## config.mk

```make
export PLATFORM = sky130hd
export DESIGN_NAME = char_insn_asm
export DESIGN_NICKNAME = d
export VERILOG_FILES = /design/src/rtl/casm_pkg.sv /design/src/rtl/casm_accum.sv /design/src/rtl/casm_alu_builder.sv /design/src/rtl/char_insn_asm.sv
export SDC_FILE = /design/constraint.sdc
export NUM_CORES = 1
export LEC_CHECK = 0
export BUFFER_PORTS_ARGS = -buffer_cell sky130_fd_sc_hd__buf_2
export CAP_MARGIN = 20
export CORE_MARGIN = 1
export CORE_UTILIZATION = 30
export DETAILED_ROUTE_END_ITERATION = 8
export GPL_TIMING_DRIVEN = 0
export PLACE_DENSITY = 0.5
export SYNTH_ARGS = -nofsm -noshare
export SYNTH_HDL_FRONTEND = slang
export SYNTH_HIERARCHICAL = 1
export SYNTH_SLANG_ARGS = --single-unit
```

## constraint.sdc

```tcl
create_clock -name clk -period 9.7 [get_ports clk]
set_input_delay 2.91 -clock clk [delete_from_list [all_inputs] [get_ports clk]]
set_output_delay 2.91 -clock clk [all_outputs]
set_load 0.005 [all_outputs]
```

## src/rtl/casm_pkg.sv

```systemverilog
package casm_pkg;

    localparam int WORD_W = 16;
    localparam logic [WORD_W-1:0] TGT_MASK = 16'h1FFF;
    localparam logic [WORD_W-1:0] LIT_MASK = 16'h7FFF;

    typedef enum logic [2:0] {
        CK_NONE, CK_DIGIT, CK_CLASS, CK_ALUOP,
        CK_DSTK, CK_RSTK, CK_XFER, CK_TERM
    } ck_kind_e;

    typedef struct packed {
        ck_kind_e           kind;
        logic [3:0]         val;   // digit, op code, stack code or transfer bits
        logic [WORD_W-1:0]  base;  // class base for class letters
        logic [WORD_W-1:0]  mask;  // operand mask for class letters
    } ck_dec_t;

    typedef struct packed {
        logic [3:0] op;
        logic [1:0] xfer;  // [1] top->next, [0] top->return
        logic [1:0] rstk;
        logic [1:0] dstk;
    } alu_fields_t;

    function automatic logic [WORD_W-1:0] alu_word(input alu_fields_t f);
        return {3'b011, 1'b0, f.op, f.xfer, 2'b00, f.rstk, f.dstk};
    endfunction

    function automatic ck_dec_t decode_char(input logic [7:0] c);
        ck_dec_t d;
        d = '{kind: CK_NONE, val: 4'h0, base: '0, mask: '0};
        if (c >= 8'h30 && c <= 8'h39) begin
            d.kind = CK_DIGIT;
            d.val  = c[3:0];
        end else begin
            case (c)
                "j": begin d.kind = CK_CLASS; d.base = 16'h0000; d.mask = TGT_MASK; end
                "z": begin d.kind = CK_CLASS; d.base = 16'h2000; d.mask = TGT_MASK; end
                "c": begin d.kind = CK_CLASS; d.base = 16'h4000; d.mask = TGT_MASK; end
                "#": begin d.kind = CK_CLASS; d.base = 16'h8000; d.mask = LIT_MASK; end
                "t": begin d.kind = CK_ALUOP; d.val = 4'h0; end
                "n": begin d.kind = CK_ALUOP; d.val = 4'h1; end
                "+": begin d.kind = CK_ALUOP; d.val = 4'h2; end
                "&": begin d.kind = CK_ALUOP; d.val = 4'h3; end
                "|": begin d.kind = CK_ALUOP; d.val = 4'h4; end
                "^": begin d.kind = CK_ALUOP; d.val = 4'h5; end
                "~": begin d.kind = CK_ALUOP; d.val = 4'h6; end
                "=": begin d.kind = CK_ALUOP; d.val = 4'h7; end
                ">": begin d.kind = CK_ALUOP; d.val = 4'h8; end
                "@": begin d.kind = CK_ALUOP; d.val = 4'hC; end
                "u": begin d.kind = CK_ALUOP; d.val = 4'hF; end
                "(": begin d.kind = CK_DSTK;  d.val = 4'h1; end
                ")": begin d.kind = CK_DSTK;  d.val = 4'h3; end
                "[": begin d.kind = CK_RSTK;  d.val = 4'h1; end
                "]": begin d.kind = CK_RSTK;  d.val = 4'h3; end
                "N": begin d.kind = CK_XFER;  d.val = 4'h2; end
                "R": begin d.kind = CK_XFER;  d.val = 4'h1; end
                8'h20, 8'h0A: d.kind = CK_TERM;
                default: d.kind = CK_NONE;
            endcase
        end
        return d;
    endfunction

endpackage

```

## src/rtl/casm_accum.sv

```systemverilog
module casm_accum #(
    parameter int ACC_W = 16
) (
    input  logic             clk,
    input  logic             rst,
    input  logic             step,
    input  logic [3:0]       digit,
    input  logic             clear,
    output logic [ACC_W-1:0] acc
);
    localparam logic [ACC_W-1:0] TEN = ACC_W'(10);

    always_ff @(posedge clk) begin
        if (rst || clear)
            acc <= '0;
        else if (step)
            acc <= acc * TEN + ACC_W'(digit);
    end

    assert_digit_step_R2: assert property (@(posedge clk) disable iff (rst)
        (step && !clear) |=> acc == $past(acc) * TEN + ACC_W'($past(digit)));

    assert_acc_cleared_R5: assert property (@(posedge clk) disable iff (rst)
        clear |=> acc == '0);

endmodule

```

## src/rtl/casm_alu_builder.sv

```systemverilog
module casm_alu_builder
    import casm_pkg::*;
(
    input  logic              clk,
    input  logic              rst,
    input  logic              op_en,
    input  logic              dstk_en,
    input  logic              rstk_en,
    input  logic              xfer_en,
    input  logic [3:0]        code,
    input  logic              clear,
    output logic              pending,
    output logic [WORD_W-1:0] word
);
    alu_fields_t fields;
    logic        touch;

    assign touch = op_en || dstk_en || rstk_en || xfer_en;

    always_ff @(posedge clk) begin
        if (rst || clear) begin
            fields  <= '0;
            pending <= 1'b0;
        end else if (touch) begin
            pending <= 1'b1;
            if (op_en)   fields.op   <= code;
            if (dstk_en) fields.dstk <= code[1:0];
            if (rstk_en) fields.rstk <= code[1:0];
            if (xfer_en) fields.xfer <= fields.xfer | code[1:0];
        end
    end

    assign word = alu_word(fields);

    assert_term_clears_R9: assert property (@(posedge clk) disable iff (rst)
        clear |=> !pending);

    assert_touch_pends_R6: assert property (@(posedge clk) disable iff (rst)
        (touch && !clear) |=> pending);

endmodule

```

## src/rtl/char_insn_asm.sv

```systemverilog
module char_insn_asm
    import casm_pkg::*;
#(
    parameter int ACC_W = 16
) (
    input  logic              clk,
    input  logic              rst,
    input  logic              char_valid,
    input  logic [7:0]        char_data,
    output logic              insn_valid,
    output logic [WORD_W-1:0] insn_data
);
    ck_dec_t             dec;
    logic                is_digit, is_class, is_term;
    logic [ACC_W-1:0]    acc;
    logic [WORD_W-1:0]   acc_w;
    logic                pending;
    logic [WORD_W-1:0]   alu_w;

    assign dec      = decode_char(char_data);
    assign is_digit = char_valid && dec.kind == CK_DIGIT;
    assign is_class = char_valid && dec.kind == CK_CLASS;
    assign is_term  = char_valid && dec.kind == CK_TERM;
    assign acc_w    = WORD_W'(acc);

    casm_accum #(.ACC_W(ACC_W)) u_acc (
        .clk   (clk),
        .rst   (rst),
        .step  (is_digit),
        .digit (dec.val),
        .clear (is_class || is_term),
        .acc   (acc)
    );

    casm_alu_builder u_alu (
        .clk     (clk),
        .rst     (rst),
        .op_en   (char_valid && dec.kind == CK_ALUOP),
        .dstk_en (char_valid && dec.kind == CK_DSTK),
        .rstk_en (char_valid && dec.kind == CK_RSTK),
        .xfer_en (char_valid && dec.kind == CK_XFER),
        .code    (dec.val),
        .clear   (is_term),
        .pending (pending),
        .word    (alu_w)
    );

    always_ff @(posedge clk) begin
        if (rst) begin
            insn_valid <= 1'b0;
            insn_data  <= '0;
        end else begin
            insn_valid <= 1'b0;
            if (is_class) begin
                insn_valid <= 1'b1;
                insn_data  <= dec.base | (acc_w & dec.mask);
            end else if (is_term && pending) begin
                insn_valid <= 1'b1;
                insn_data  <= alu_w;
            end
        end
    end

    assert_valid_follows_char_R11: assert property (@(posedge clk) disable iff (rst)
        insn_valid |-> $past(char_valid));

    assert_literal_msb_R4: assert property (@(posedge clk) disable iff (rst)
        (char_valid && char_data == "#") |=> (insn_valid && insn_data[15]));

    assert_jump_class_R3: assert property (@(posedge clk) disable iff (rst)
        (char_valid && char_data == "j") |=> (insn_valid && insn_data[15:13] == 3'b000));

    assert_term_alu_class_R9: assert property (@(posedge clk) disable iff (rst)
        (is_term && pending) |=> (insn_valid && insn_data[15:12] == 4'h6));

endmodule

```

==> results.py, run 1 <==
metrics = {
    "clocking": {
        "path_clk_slew_ns": 0.06,
        "insertion_delay_ns": 0.28,
        "cts-htree-levels": 2,
        "cts_tree": "built",
        "cts_resized": 0,
        "cts_buffers": 5,
        "clk_path_buf_depth": 2,
        "hold_buffers": 0,
        "cts_sinks": 43,
        "cts_root_buf": "clkbuf_16",
        "cts_setup_buffers": 0,
    },
    "logic_synthesis": {
        "synth_warnings": 6,
        "avgSynthCellArea_um2": 8.45,
        "syn_area_mm2": 0.00344,
        "syn_inst": 407,
    },
    "routing": {
        "firstDrtPassIters": 4,
        "routed_wl_um": 8780,
        "wire_per_inst_um": 15.1,
        "via_count": 3069,
        "first_iter_violations": 166,
        "drt-vias-per-instance": 5.27,
        "drc": 0,
        "ant_nets": 0,
    },
    "power_and_ir_drop": {
        "p_seq_share_pct": 46.3,
        "p_total_uw": 389,
        "power_frac_comb_pct": 12.0,
        "ir_worst_vdd_v": 0.000132,
        "intPower_uw": 291,
        "p_switching_uw": 98.1,
        "clkPwrFrac_pct": 41.7,
        "power_density_mw_per_mm2": 100,
        "power.switching_fraction_pct": 25.2,
        "p_leak_nw": 1.57,
    },
    "flow_run": {
        "drv_cap": 0,
    },
    "die": {
        "dieArea_mm2": 0.0119,
        "dieWidth_um": 109,
        "core-area_mm2": 0.0110,
        "rows": 38,
        "start_util_pct": 31.3,
        "ios": 28,
        "die_h_um": 109,
    },
    "min_path": {
        "whs_endpoint": "u_alu/word[7]$_SDFFE_PP0P_",
        "holdPathStages": 2,
        "hold_start": "u_alu/word[7]$_SDFFE_PP0P_",
        "hold_class": "reg2reg",
    },
    "timing": {
        "max_freq_ghz": 0.164,
        "min_period_ns": 6.11,
        "fin_tns_setup_ns": 0,
        "worstMarginPinSlew_ns": 0.755,
        "setup_violations": 0,
        "finalHoldViolCount": 0,
        "slew_headroom_pct": 49.6,
        "clock_skew_ns": 0.00555,
        "slew_violations": 0,
        "period_share_pct": 63.0,
        "rsz0062_at_grt": "no",
    },
    "setup_path": {
        "worstPathCellList": "buf_2 -> or4b_4 -> or2_2 -> nor2_1 -> o21bai_1 -> a221o_1 -> ha_1 -> inv_1 -> fa_1 -> nor2b_1 -> o2111ai_2 -> or3_1 -> a311oi_1",
        "arrival_ns": 6.30,
        "path_class": "in2reg",
        "worstPathMaxFanout": 8,
        "r2r_slack_ns": 6.60,
        "r2r-end": "u_acc/acc[14]$_SDFFE_PP0P_",
        "crit_required_ns": 9.89,
        "slowest_stage": "or4b_4",
        "timing.rr.start": "u_acc/acc[1]$_SDFFE_PP0P_",
        "cpPeakStageDelay_ns": 0.59,
        "worstSetupEndpointType": "register",
        "rr_worst_depth": 10,
        "cp-start-kind": "input pin",
    },
    "final_layout": {
        "diodes": 0,
        "drive_gt1_share_pct": 19.2,
        "fin_area_mm2": 0.00388,
        "syn2layout_area_growth_pct": 13.0,
        "nNetsFinal": 480,
    },
    "grt": {
        "grt_first_pass_wirelength_um": 14200,
        "grt_max_degree": 14,
        "grt_pass1_vias": 2835,
        "gr-total-overflow": 0,
        "grt_use_total_pct": 15.2,
        "antenna_found_initial": 0,
    },
    "placed_design": {
        "hpwl_um": 7000,
        "numPortBuffers": 23,
        "place.gp.congestion": 0.895,
        "placed_area_mm2": 0.00374,
    },
    "run_status": {
        "status": "completed",
    },
}
[critical path: cells and delay by family]
family          cells  cell delay, ns
compound gates      4            0.90
simple gates        5            1.72
fa+ha+maj           2            0.58
buf+inv             2            0.20
[final cells by class]
cell class,count,area [um^2]
fillers,1137,7100
multi-input cells,326,2340
flip-flops and latches,43,861
plain buffers,35,223
well taps,140,175
clock buffers,6,129
repair buffers,23,115
inverters,7,26.3
clock inverters,2,12.5
[stage by stage]
step                hold WS [ns]  instances  setup WS, ns  util (%)
finish                     0.497        582          3.59      35.4
global route               0.519        582          3.33      35.4
CTS                        0.494        582          3.57      35.4
detailed placement         0.475        574          3.27      34.1
global placement           0.458        574          3.30      34.1
floorplan                  0.437        411          3.76         -
[worst max path at each step]
| stage | startpoint | to | slack (ns) | cells past startpoint |
|---|---|---|---|---|
| after floorplan | char_data[7] | u_acc/acc[9]$_SDFFE_PP0P_ | 3.76 | 13 |
| final | char_data[4] | u_acc/acc[9]$_SDFFE_PP0P_ | 3.59 | 13 |
| after CTS | char_data[4] | u_acc/acc[9]$_SDFFE_PP0P_ | 3.57 | 13 |
| after detailed placement | char_data[4] | u_acc/acc[9]$_SDFFE_PP0P_ | 3.27 | 13 |
| after global routing | char_data[4] | u_acc/acc[9]$_SDFFE_PP0P_ | 3.33 | 13 |
| after global placement | char_data[4] | u_acc/acc[9]$_SDFFE_PP0P_ | 3.30 | 13 |
[placed cells by master (no fill, tap or decap), types with 6 or more instances in the layout]
cell,instances
dfxtp_1,43
xor2_1,11
o21ai_0,12
a21o_1,7
buf_2,30
a21oi_1,30
buf_4,9
a31oi_1,6
mux2i_1,12
xnor2_1,11
nand2_1,48
a311oi_2,15
nor3_1,13
clkbuf_1,13
ha_1,26
conb_1,6
nor2_1,40
a211oi_1,6
inv_1,7
[flip-flops by register name, indices dropped and copies added (netlist names)]
signal and cells:
insn_data 16, u_acc/acc 15, u_alu/word 10, insn_valid 1, u_alu/pending 1
[routing by layer]
layer | GRT usage, % | vias to the layer above | part of all wire (%)
li1 | - | 1543 | -
met1 | 20.4 | 1468 | 48
met2 | 26.2 | 56 | 49
met3 | 1.43 | 2 | 2.8
met4 | 3.19 | 0 | 0.46
met5 | 0 | - | 0
[power by group through the flow]
stage | combinational [mW] | sequential (mW) | clock [mW]
2_1_floorplan | 0.0343 | 0.183 | 0
3_3_place_gp | 0.0460 | 0.184 | 0
3_5_place_dp | 0.0460 | 0.184 | 0
4_1_cts | 0.0460 | 0.180 | 0.167
5_1_grt | 0.0513 | 0.180 | 0.173
6_report | 0.0465 | 0.180 | 0.162
(Power assumes the default switching activity.)
==> run 2, diff against run 1 <==
PLACE_DENSITY = 0.51   (was 0.5)
clock period = 5.56 ns   (was 9.7 ns; I/O delays follow)
==> results.py, run 2 (same netlist as run 1, synthesis figures left out) <==
metrics = {
    "setup_path": {
        "crit_required_ns": 5.75,
        "cp-start-kind": "input pin",
        "worstSetupEndpointType": "register",
        "path_class": "in2reg",
        "r2r_slack_ns": 2.47,
        "arrival_ns": 5.13,
        "worstPathMaxFanout": 8,
    },
    "die": {
        "ios": 28,
        "die_h_um": 109,
        "dieWidth_um": 109,
        "dieArea_mm2": 0.0119,
        "rows": 38,
        "start_util_pct": 31.3,
        "core-area_mm2": 0.0110,
    },
    "placed_design": {
        "placed_area_mm2": 0.00374,
        "dp_cells": 574,
        "hpwl_um": 7020,
        "numPortBuffers": 23,
        "place_ws_ns": 0.352,
        "place.gp.congestion": 0.830,
    },
    "clocking": {
        "cts_resized": 0,
        "cts_sinks": 43,
        "insertion_delay_ns": 0.28,
        "hold_buffers": 0,
        "cts_root_buf": "clkbuf_16",
        "path_clk_slew_ns": 0.06,
        "cts_setup_buffers": 0,
        "cts-htree-levels": 2,
        "clk_path_buf_depth": 2,
        "cts_buffers": 5,
        "cts_tree": "built",
    },
    "grt": {
        "grt_use_total_pct": 15.6,
        "grt_first_pass_wirelength_um": 14700,
        "antenna_found_initial": 0,
        "grt_max_degree": 14,
        "grt_pass1_vias": 2867,
        "gr-total-overflow": 0,
    },
    "power_and_ir_drop": {
        "power_density_mw_per_mm2": 196,
        "p_leak_nw": 1.59,
        "ir_worst_vdd_v": 0.000170,
        "p_total_uw": 771,
    },
    "routing": {
        "first_iter_violations": 118,
        "drt-vias-per-instance": 5.24,
        "ant_nets": 0,
        "via_count": 3049,
        "routed_wl_um": 8940,
        "wire_per_inst_um": 15.4,
        "firstDrtPassIters": 4,
        "drc": 0,
    },
    "final_layout": {
        "seqCellArea_um2": 861,
        "nNetsFinal": 480,
        "drive_gt1_share_pct": 19.2,
        "diodes": 0,
        "final_cells": 582,
        "fillCellCount": 1127,
        "final_cell_mix": "nand2_1, dfxtp_1, nor2_1, buf_2, a21oi_1",
        "syn2layout_area_growth_pct": 14.4,
        "layout_commonest_cell": "nand2_1",
        "fin_area_mm2": 0.00393,
        "largest_register_ffs": 16,
        "multiInputGateArea_mm2": 0.00234,
        "top_register": "insn_data",
        "fin_util_pct": 35.8,
    },
    "timing": {
        "rsz0062_at_grt": "no",
        "max_freq_ghz": 0.202,
        "slew_violations": 0,
        "finalHoldViolCount": 0,
        "fin_tns_setup_ns": 0,
        "timing.hold.ws_ns": 0.480,
        "worstMarginPinSlew_ns": 0.803,
        "period_share_pct": 88.9,
        "clock_skew_ns": 0.00458,
        "slew_headroom_pct": 46.4,
        "setup_violations": 0,
        "min_period_ns": 4.94,
        "fin_ws_ns": 0.619,
    },
    "min_path": {
        "hold_class": "reg2reg",
    },
    "flow_run": {
        "drv_cap": 0,
    },
    "run_status": {
        "status": "completed",
    },
}
-- run 2: cell count changes in the layout (fill, tap and decap cells not counted), sizes merged --
cell,previous run,this run
bufinv,0,2
clkinv,1,0
clkinvlp,1,0
-- run 2: worst paths after layout --
kind | from | to | cells past startpoint
max | char_data[4] | u_acc/acc[9]$_SDFFE_PP0P_ | 13
min | u_alu/word[6]$_SDFFE_PP0P_ | u_alu/word[6]$_SDFFE_PP0P_ | 2
max reg2reg | u_acc/acc[1]$_SDFFE_PP0P_ | u_acc/acc[14]$_SDFFE_PP0P_ | 10
min reg2reg | u_alu/word[6]$_SDFFE_PP0P_ | u_alu/word[6]$_SDFFE_PP0P_ | 2
-- run 2: final cells by class --
cell class,instances,area share (%)
tap,140,4.45
multi-input combinational,326,59.6
sequential,43,21.9
timing repair buffer,23,2.93
clock inverter,2,1.53
clock buffer,6,3.28
buffer,35,5.66
inverter,7,0.668
-- run 2: where the power goes --
part	internal (mW)	switching, mW
clock	0.258	0.118
combinational	0.0305	0.0509
sequential	0.311	0.00294
total	0.599	0.172
-- run 2: critical path, stage by stage --
cell and delay, ns:
buf_2 0.14, or4b_4 0.58, or2_2 0.33, nor2_1 0.15, o21bai_1 0.15, a221o_1 0.34, ha_1 0.23, inv_1 0.06
fa_1 0.37, nor2b_1 0.22, o2111ai_2 0.22, or3_1 0.43, a311oi_1 0.25
-- run 2: metal layers --
layer | track usage, % | part of all wire, %
met2 | 26.7 | 48
met3 | 1.61 | 2.5
met1 | 21.2 | 49
met4 | 3.19 | 0.74
met5 | 0 | 0
==> run 3, diff against run 2 <==
CTS_CLUSTER_DIAMETER = 60   (was unset)
REMOVE_ABC_BUFFERS = 1   (was unset)
==> results.py, run 3 (same netlist as run 1, synthesis figures left out) <==
metrics = {
    "die": {
        "core-area_mm2": 0.0110,
        "die_h_um": 109,
        "ios": 28,
        "dieWidth_um": 109,
        "rows": 38,
        "start_util_pct": 31.3,
        "dieArea_mm2": 0.0119,
    },
    "setup_path": {
        "worstSetupEndpointType": "register",
        "arrival_ns": 5.17,
        "path_class": "in2reg",
        "startpoint": "char_data[4]",
        "timing.rr.start": "u_acc/acc[1]$_SDFFE_PP0P_",
        "worstPathMaxFanout": 17,
        "worstPathCellList": "buf_2 -> or4b_4 -> or2_2 -> nor2_1 -> o21bai_1 -> a221o_1 -> ha_1 -> inv_1 -> fa_1 -> nor2b_1 -> o2111ai_2 -> or3_1 -> a311oi_1",
        "slowest_stage": "or4b_4",
        "crit_required_ns": 5.75,
        "cp-start-kind": "input pin",
        "cpPeakStageDelay_ns": 0.62,
    },
    "timing": {
        "slew_violations": 0,
        "min_period_ns": 4.98,
        "worstMarginPinSlew_ns": 0.945,
        "rsz0062_at_grt": "no",
        "finalHoldViolCount": 0,
        "max_freq_ghz": 0.201,
        "clock_skew_ns": 0.00441,
        "slew_headroom_pct": 36.9,
        "period_share_pct": 89.6,
        "fin_tns_setup_ns": 0,
        "setup_violations": 0,
    },
    "final_layout": {
        "top_register": "insn_data",
        "final_cell_mix": "nand2_1, dfxtp_1, nor2_1, a21oi_1, buf_2",
        "drive_gt1_share_pct": 16.7,
        "fillCellCount": 1156,
        "nNetsFinal": 450,
        "syn2layout_area_growth_pct": 8.12,
        "largest_register_ffs": 16,
        "diodes": 0,
        "layout_commonest_cell": "nand2_1",
    },
    "clocking": {
        "cts-htree-levels": 2,
        "cts_sinks": 43,
        "path_clk_slew_ns": 0.06,
        "clk_path_buf_depth": 2,
        "cts_setup_buffers": 0,
        "insertion_delay_ns": 0.28,
        "cts_buffers": 5,
        "cts_resized": 0,
        "cts_tree": "built",
        "hold_buffers": 0,
        "cts_root_buf": "clkbuf_16",
    },
    "power_and_ir_drop": {
        "p_leak_nw": 1.48,
        "power_density_mw_per_mm2": 185,
        "ir_worst_vdd_v": 0.000130,
        "p_total_uw": 689,
    },
    "grt": {
        "gr-total-overflow": 0,
        "grt_max_degree": 35,
        "antenna_found_initial": 0,
        "grt_pass1_vias": 2811,
        "grt_first_pass_wirelength_um": 13800,
        "grt_use_total_pct": 14.5,
    },
    "routing": {
        "drc": 0,
        "first_iter_violations": 169,
        "drt-vias-per-instance": 5.33,
        "wire_per_inst_um": 15.0,
        "ant_nets": 0,
        "firstDrtPassIters": 4,
        "via_count": 2942,
        "routed_wl_um": 8300,
    },
    "min_path": {
        "hold_class": "reg2reg",
        "hold_start": "u_alu/word[7]$_SDFFE_PP0P_",
    },
    "flow_run": {
        "drv_cap": 0,
    },
    "placed_design": {
        "place.gp.congestion": 0.849,
        "hpwl_um": 5980,
        "numPortBuffers": 27,
    },
    "run_status": {
        "status": "completed",
    },
}
## run 3: cell count changes in the layout (fill, tap and decap cells not counted), moves of 2 or more
cell,change
buf_4,-9
buf_6,-5
clkbuf_1,-12
buf_2,-3
clkbuf_8,+2
bufinv_16,-2
## run 3: critical path: cells and delay by family
kind,cells,cell delay [ns]
fa+ha+maj,2,0.58
buf+inv,2,0.25
compound gates,4,0.93
simple gates,5,1.73
## run 3: where the power goes
| group | internal (mW) | switching, mW |
|---|---|---|
| sequential | 0.311 | 0.00269 |
| clock | 0.191 | 0.111 |
| combinational | 0.0240 | 0.0484 |
| total | 0.526 | 0.162 |
## run 3: metrics by stage
step	worst slack, ns	hold WS [ns]	util (%)	instance area, um^2	instances
finish	0.580	0.489	33.8	3720	552
global route	0.405	0.528	33.8	3720	552
CTS	0.606	0.481	33.8	3720	552
detailed placement	0.335	0.467	32.4	3560	544
global placement	0.0357	0.456	32.2	3540	543
floorplan	0.961	0.437	-	3230	376
## run 3: final timing paths
path,end,slack (ns),cells after the start
worst min-delay path,u_alu/word[7]$_SDFFE_PP0P_,0.49,2
worst min register to register,u_alu/word[7]$_SDFFE_PP0P_,0.49,2
worst max-delay path,u_acc/acc[9]$_SDFFE_PP0P_,0.58,13
worst max register to register,u_acc/acc[14]$_SDFFE_PP0P_,2.46,10
## run 3: final cells by class
class / instances / area, um^2 / share of cell area, %
Clock buffer: 8 / 156 / 4.21
Multi-Input combinational cell: 326 / 2350 / 63.2
Inverter: 7 / 26.3 / 0.707
Timing Repair Buffer: 28 / 150 / 4.04
Tap cell: 140 / 175 / 4.71
Sequential cell: 43 / 861 / 23.2
## run 3: routing by layer
layer	vias to the layer above	global-route usage, %	wire (um)
met5	-	0	0
met3	4	2.45	403
met1	1386	20.7	4090
met4	0	1.74	24
li1	1479	-	-
met2	73	23.1	3770
